--- src/rtl/dem_pkg.sv ---
package dem_pkg;
   typedef enum logic {MODE_CCM = 1'b0, MODE_DEM = 1'b1} mode_e;
endpackage

--- src/rtl/dem_run_counter.sv ---
module dem_run_counter #(
   parameter int RUN_LEN = 8
) (
   input  logic clk,
   input  logic rst_n,
   input  logic pulse_i,
   input  logic pos_i,
   input  logic force_i,
   output logic qualify_o
);
   localparam int CW = $clog2(RUN_LEN + 1);
   localparam logic [CW-1:0] LAST = CW'(RUN_LEN - 1);
   localparam logic [CW-1:0] FULL = CW'(RUN_LEN);

   logic [CW-1:0] run_q;

   always_ff @(posedge clk or negedge rst_n) begin
      if (!rst_n) begin
         run_q <= '0;
      end else if (force_i) begin
         run_q <= '0;
      end else if (pulse_i) begin
         if (!pos_i)            run_q <= '0;
         else if (run_q != FULL) run_q <= run_q + 1'b1;
      end
   end

   assign qualify_o = pulse_i & pos_i & ~force_i & (run_q >= LAST);

   // a negative strobe empties the run
   p_run_clear_r4: assert property (@(posedge clk) disable iff (!rst_n)
      (pulse_i && !pos_i) |=> (run_q == '0));
   // forcing continuous conduction empties the run
   p_run_force_r2: assert property (@(posedge clk) disable iff (!rst_n)
      force_i |=> (run_q == '0));
endmodule

--- src/rtl/dem_mode_fsm.sv ---
module dem_mode_fsm
   import dem_pkg::*;
#(
   parameter bit WIN_STEP_REG = 1'b1
) (
   input  logic  clk,
   input  logic  rst_n,
   input  logic  force_i,
   input  logic  pulse_i,
   input  logic  pos_i,
   input  logic  qualify_i,
   output mode_e mode_o,
   output logic  win_step_o
);
   mode_e mode_q, mode_d;

   always_comb begin
      mode_d = mode_q;
      if (force_i)                 mode_d = MODE_CCM;
      else if (pulse_i && !pos_i)  mode_d = MODE_CCM;
      else if (qualify_i)          mode_d = MODE_DEM;
   end

   always_ff @(posedge clk or negedge rst_n) begin
      if (!rst_n) mode_q <= MODE_CCM;
      else        mode_q <= mode_d;
   end

   assign mode_o = mode_q;

   generate
      if (WIN_STEP_REG) begin : g_win_reg
         logic step_q;
         always_ff @(posedge clk or negedge rst_n) begin
            if (!rst_n) step_q <= 1'b0;
            else        step_q <= (mode_d == MODE_DEM);
         end
         assign win_step_o = step_q;
      end else begin : g_win_comb
         assign win_step_o = (mode_q == MODE_DEM);
      end
   endgenerate

   // forced continuous conduction leaves emulation
   p_forced_ccm_r2: assert property (@(posedge clk) disable iff (!rst_n)
      force_i |=> (mode_o == MODE_CCM));
   // negative strobe exits at once
   p_exit_next_r5: assert property (@(posedge clk) disable iff (!rst_n)
      (pulse_i && !pos_i) |=> (mode_o == MODE_CCM));
   // entry only on a qualifying strobe
   p_entry_qualified_r3: assert property (@(posedge clk) disable iff (!rst_n)
      $rose(mode_o == MODE_DEM) |-> $past(qualify_i));
   // no strobe, no force, no mode change
   p_idle_stable_r9: assert property (@(posedge clk) disable iff (!rst_n)
      (!pulse_i && !force_i) |=> $stable(mode_o));
   // window step follows the mode
   p_win_tracks_r7: assert property (@(posedge clk) disable iff (!rst_n)
      win_step_o == (mode_o == MODE_DEM));
endmodule

--- src/rtl/dem_audio_timer.sv ---
module dem_audio_timer #(
   parameter int LIMIT = 2000
) (
   input  logic clk,
   input  logic rst_n,
   input  logic pulse_i,
   input  logic dem_i,
   output logic req_o
);
   localparam int TW = $clog2(LIMIT + 1);
   localparam logic [TW-1:0] TOP = TW'(LIMIT);

   logic [TW-1:0] age_q;

   always_ff @(posedge clk or negedge rst_n) begin
      if (!rst_n)             age_q <= '0;
      else if (pulse_i)       age_q <= '0;
      else if (age_q != TOP)  age_q <= age_q + 1'b1;
   end

   assign req_o = dem_i & (age_q == TOP);

   // a strobe restarts the clamp timer
   p_req_restart_r8: assert property (@(posedge clk) disable iff (!rst_n)
      pulse_i |=> !req_o);
endmodule

--- src/rtl/dem_mode_ctrl.sv ---
module dem_mode_ctrl
   import dem_pkg::*;
#(
   parameter int RUN_LEN      = 8,
   parameter int AUDIO_LIMIT  = 2000,
   parameter bit WIN_STEP_REG = 1'b1
) (
   input  logic clk,
   input  logic rst_n,
   input  logic force_ccm_i,
   input  logic pulse_i,
   input  logic sw_pos_i,
   output logic dem_o,
   output logic ls_permit_o,
   output logic win_step_o,
   output logic audio_req_o
);
   generate
      if (RUN_LEN < 1) begin : g_bad_run
         $error("RUN_LEN must be at least 1");
      end
      if (AUDIO_LIMIT < 2) begin : g_bad_limit
         $error("AUDIO_LIMIT must be at least 2");
      end
   endgenerate

   logic  qualify;
   mode_e mode;

   dem_run_counter #(.RUN_LEN(RUN_LEN)) u_run (
      .clk(clk), .rst_n(rst_n), .pulse_i(pulse_i), .pos_i(sw_pos_i),
      .force_i(force_ccm_i), .qualify_o(qualify)
   );

   dem_mode_fsm #(.WIN_STEP_REG(WIN_STEP_REG)) u_fsm (
      .clk(clk), .rst_n(rst_n), .force_i(force_ccm_i), .pulse_i(pulse_i),
      .pos_i(sw_pos_i), .qualify_i(qualify), .mode_o(mode),
      .win_step_o(win_step_o)
   );

   assign dem_o       = (mode == MODE_DEM);
   assign ls_permit_o = ~dem_o;

   dem_audio_timer #(.LIMIT(AUDIO_LIMIT)) u_aud (
      .clk(clk), .rst_n(rst_n), .pulse_i(pulse_i), .dem_i(dem_o),
      .req_o(audio_req_o)
   );

   // clamp request only in emulation
   p_audio_dem_only_r8: assert property (@(posedge clk) disable iff (!rst_n)
      audio_req_o |-> win_step_o);
endmodule

--- config.mk ---
export PLATFORM = sky130hd
export DESIGN_NAME = dem_mode_ctrl
export DESIGN_NICKNAME = d
export VERILOG_FILES = /design/src/rtl/dem_pkg.sv /design/src/rtl/dem_run_counter.sv /design/src/rtl/dem_mode_fsm.sv /design/src/rtl/dem_audio_timer.sv /design/src/rtl/dem_mode_ctrl.sv
export SDC_FILE = /design/constraint.sdc
export NUM_CORES = 1
export LEC_CHECK = 0
export BUFFER_PORTS_ARGS = -buffer_cell sky130_fd_sc_hd__buf_2
export CORE_MARGIN = 4
export CORE_UTILIZATION = 55
export DETAILED_ROUTE_END_ITERATION = 10
export GPL_TIMING_DRIVEN = 0
export PLACE_DENSITY = 0.75
export SLEW_MARGIN = 20
export SYNTH_ARGS = -nofsm -noshare
export SYNTH_HDL_FRONTEND = slang
export SYNTH_HIERARCHICAL = 1
export SYNTH_SLANG_ARGS = --single-unit
--- constraint.sdc ---
create_clock -name clk -period 2.3 [get_ports clk]
set_input_delay 0.46 -clock clk [delete_from_list [all_inputs] [get_ports clk]]
set_output_delay 0.46 -clock clk [all_outputs]
set_load 0.01 [all_outputs]
* Yosys cells after proc, flatten, opt, wreduce, memory -nomap -nowiden
Cells that the tools add are included. W data, S select, Z words.
Word-level totals: word-level logic and storage cells 31, register bits after elaboration 16, output and inout port bits 4, input bits 5
Cells by class: mux-type cells 9, $lt $le $gt $ge 1, reductions and logical operators 6, equal/unequal tests 4, bitwise logic cells 6, add/subtract/negate cells 2
Operator list (count):
- $mux W11 | 2
- $mux W4 | 4
- $add A11 B1 Y11 const B | 1
- $eq A11 B11 Y1 const B | 1
- $ne A11 B11 Y1 const B | 1
- $add A4 B1 Y4 const B | 1
- $and A1 B1 Y1 | 4
- $ge A4 B3 Y1 const B | 1
- $ne A4 B4 Y1 const B | 1
- $reduce_bool A2 Y1 | 2
- $mux W1 | 3
- $ne A3 B2 Y1 const B | 1
- $reduce_bool A3 Y1 | 1
- $not A1 Y1 | 2
- $reduce_and A2 Y1 | 1
- $logic_and A1 B1 Y1 | 1
- $logic_not A1 Y1 | 1

* Depth between registers and ports, before layout
depth in word-level cells 6, mapped depth 5, gate-level depth less buffers 5

* Hierarchy
The synthesis kept the hierarchy.
By module, submodules not included:
- dem_audio_timer | cells each 65, area each 628.1 um^2, times used 1, sequential area each 275.3 um^2
- dem_run_counter | cells each 30, area each 260.2 um^2, times used 1, sequential area each 100.1 um^2
- dem_mode_fsm | cells each 5, area each 60.1 um^2, times used 1, sequential area each 25.0 um^2
- dem_mode_ctrl | cells each 1, area each 3.8 um^2, times used 1, sequential area each 0.0 um^2

* Worst setup path after synthesis
No wires, ideal clock.
path kind flip-flop to output port, from register u_aud.age_q[5], to output port audio_req_o, stages on the path, launching flop included 4, arrival 1338 ps, path slack 502 ps, path through dfrtp_1 -> or4b_4 -> nor3_4 -> and2_1
On the way: longest elaborated chain between the ends 2
RTL lines:
- start, declared | RTL line dem_audio_timer.sv:13 | logic [TW-1:0] age_q;
- start signal, assigned | RTL line dem_audio_timer.sv:18 | else if (age_q != TOP) age_q <= age_q + 1'b1;
- $eq A11 B11 Y1 | RTL line dem_audio_timer.sv:21 | assign req_o = dem_i & (age_q == TOP);
- $and A1 B1 Y1 | RTL line dem_audio_timer.sv:21
- end, declared | RTL line dem_mode_ctrl.sv:16 | output logic audio_req_o
No other way between the ends.

* Worst setup path in the final report
Same ends and word-level chain as after synthesis.

==> summary.md <==
| Metric | Value |
|---|---|
| Status | finished, final reports clean |
| Number of global-route vias before repair | 712 |
| Crit path arrival time | approximately 1.7 ns |
| CTS resizes | 0 |
| Peak supply drop | 0.0003915 V |
| CP Capture Type | output pin |
| Most used DFF post-synth | dfrtp_1 |
| Post-layout worst setup margin | 0.09930 ns |
| Rows | 14 |
| CTS tree | yes |
| Crit path cell chain | or4b_4 -> nor3_4 -> and2_1 -> buf_2 |
| Critical Path Start | u_aud/age_q[5] |
| Setup TNS | 0 ns |
| # diodes | 0 |
| Library cells used by synthesis | 34 |
| RePlAce Congestion | about 0.76 |
| Layout cell share with drive strength beyond 1 | 18.42% |
| Mapped cell area | between 900 and 1000 um2 |
| Max incr delay on CP | 0.58 ns |
| Final worst-path cycle share | between 90 and 100% |
| Gr usage total | 15.87% |
| CP Max Fanout | 5 |
| # DRC | 0 |
| Port bufs | 8 |
| Syn_nets | 110 |
| Reg2Reg Depth | 4 |
| Slew @ Worst Pin | 0.4220 ns |
| Inst Count DP | 125 |
| R2R Path Start | u_aud/age_q[5] |
| WS Path Type | reg -> out |
| Area delta synth->final | 10.91% |
| First-pass GRT wire length | approximately 3000 um |
| H-tree depth | 1 |
| Die ar. | 2461 um2 |
| Cells after synthesis | about 100 |
| WP data required | 1.84 ns |
| Avg Cell Area, Syn | 9.427 um2 |
| Max_slew headroom | between 70% and 80% |
| Tmin final | 2.201 ns |
| Sequential fraction of the synthesis area | a little over two fifths |
| FMAX | roughly 450 MHz |
| Leakage | 0.0004627 uW |
| Detailed router's first-iteration violation count | 11 |
| Clock transition at path regs | 0.10 ns |
| Clock Tree Buf Depth | 2 |
| Number of flops mapped to enable cells by yosys | 0 |
| MaxCap Viol Count | 0 |
| Via count | between 700 and 800 |
| Final Max Slew Viols | 0 |
| Critical path's slowest cell | or4b_4 |
| CTS Sinks | 16 |
| CTS Buf Count | 3 |
| Antenna-violating nets left | 0 |
| DP Wirelength | 1296 um |
| Later-pin clock latency in the skew report | 0.29 ns |
| Post-CTS Setup Bufs | 0 |
| Post-Layout Cell Count | 130 |
| Die Ht | about 50 um |
| Core Area | roughly 1600 um2 |
| Routed WL | 1809 um |
| # nets final | 124 |
| Die W | about 50 um |
| Initial antenna violation count | 0 |
| Pwr/cell area | 496.7 nW/um2 |
| Starting density of the core | 60.40% |
| Final setup vio count | 0 |
| Gr ovfl total | 0 |
| Post-synth ARST share | 100.0% |
| Io pins | 9 |
| CTS Hold Bufs | 0 |
| #FFs+latches synth | 16 |
| DR pass1 iterations | 4 |
| DP Worst Slack | around 0.34 ns |
| CP Launch Type | flip-flop |
| Root Buffer Master | clkbuf_4 |
| Critical R2R Capture | u_aud/age_q[0] |
| Synthesis warning total | 6 |
| Worst Skew | 0.005617 ns |
| R2r setup slk | 0.57 ns |
| RSZ-0062 raised after global routing | no |
| HP Class | in -> async |
| DR WL/cell | 13.92 um |
| Crit path to | audio_req_o |
| Largest net degree at the start of global routing | 17 |
| Final hold vios | 0 |
| Number of vias per cell | 5.915 |
-- cell type report --
class / instances / area, um2
Buffer: 3 / 16.27
Clock buffer: 4 / 36.28
Fill cell: 122 / 520.5
Inverter: 8 / 30.03
Multi-Input combinational cell: 74 / 505.5
Sequential cell: 16 / 400.4
Tap cell: 16 / 20.02
Timing Repair Buffer: 9 / 47.55
-- layer usage --
layer  GRT usage [%]  up-vias  part of all wire [%]
li1                -      388                     -
met1           18.49      371                    45
met2           27.97        8                    52
met3           3.012        2                   2.0
met4           6.912        0                  0.83
met5               0        -                     0
-- synth_stat cells (2+ instances only) --
| master | count | area [um2] |
|---|---|---|
| a21oi_1 | 10 | 50.05 |
| dfrtp_1 | 16 | 400.4 |
| ha_1 | 4 | 50.05 |
| inv_1 | 8 | 30.03 |
| nand2_1 | 7 | 26.28 |
| nand2b_1 | 2 | 12.51 |
| nand3_1 | 7 | 35.03 |
| nand4_1 | 2 | 12.51 |
| nor2_1 | 5 | 18.77 |
| nor3_1 | 2 | 10.01 |
| nor3b_1 | 2 | 15.01 |
| o21ai_0 | 6 | 30.03 |
| o31ai_1 | 3 | 22.52 |
| or3_1 | 4 | 25.02 |
| or4_1 | 3 | 22.52 |
| xor2_1 | 2 | 17.52 |
-- critical path: cells and delay by family, from the launching register on --
family	cells	cell delay (ns)
DFF	1	0.43
and+or+nand+nor	3	0.91
buffers and inverters	1	0.12
-- power breakdown --
group          total, uW  internal, uW  switching [uW]
combinational       41.9          15.3            26.6
sequential           297           288            9.43
clock                186          96.4            89.3
-- worst min path at each step --
stage	to	slack (ns)	cells after the start
3_3_place_gp	u_aud/age_q[3]	0.39	1
5_1_grt	u_aud/age_q[8]	0.07	1
4_1_cts	u_aud/age_q[9]	0.08	1
6_report	u_aud/age_q[8]	0.07	1
2_1_floorplan	u_aud/age_q[0]	0.16	0
3_5_place_dp	u_aud/age_q[4]	0.40	1
-- cell usage in the layout, fill, tap and decap left out, types with 2 or more instances in the layout --
cell type  count
dfrtp_1       16
a21oi_1       10
buf_2          9
inv_1          8
nand2_1        7
nand3_1        7
o21ai_0        6
nor2_1         5
or3_1          4
ha_1           4
clkbuf_4       3
o31ai_1        3
or4_1          3
xor2_1         2
nor3b_1        2
nand2b_1       2
nor3_1         2
buf_4          2
nand4_1        2
-- cells by family after synthesis --
logic type	Yosys count	share of synthesized area (%)
compound gates	22	13.40
mux	2	2.234
fa+ha+maj	4	5.256
simple gates	44	30.36
flops	16	42.05
xor+xnor	2	1.840
buf+inv	11	4.862
-- flip-flops by register name (all words and copies together) (netlist names) --
signal / flops
u_aud/age_q: 11
u_fsm/win_step_o: 1
u_run/run_q: 4
-- through the flow --
| stage | utilization [%] | area, um2 | total power [uW] | hold WS [ns] |
|---|---|---|---|---|
| final | 66.98 | 1056 | 524.5 | 0.07153 |
| after global routing | 66.98 | 1056 | 559.4 | 0.07387 |
| after CTS | 66.51 | 1049 | 532.6 | 0.07598 |
| after detailed placement | 64.21 | 1012 | 344.9 | 0.3976 |
| after global placement | 64.21 | 1012 | 343.8 | 0.3906 |
| after floorplan | - | 952.2 | 323.6 | 0.1644 |
(Power assumes the default switching activity.)
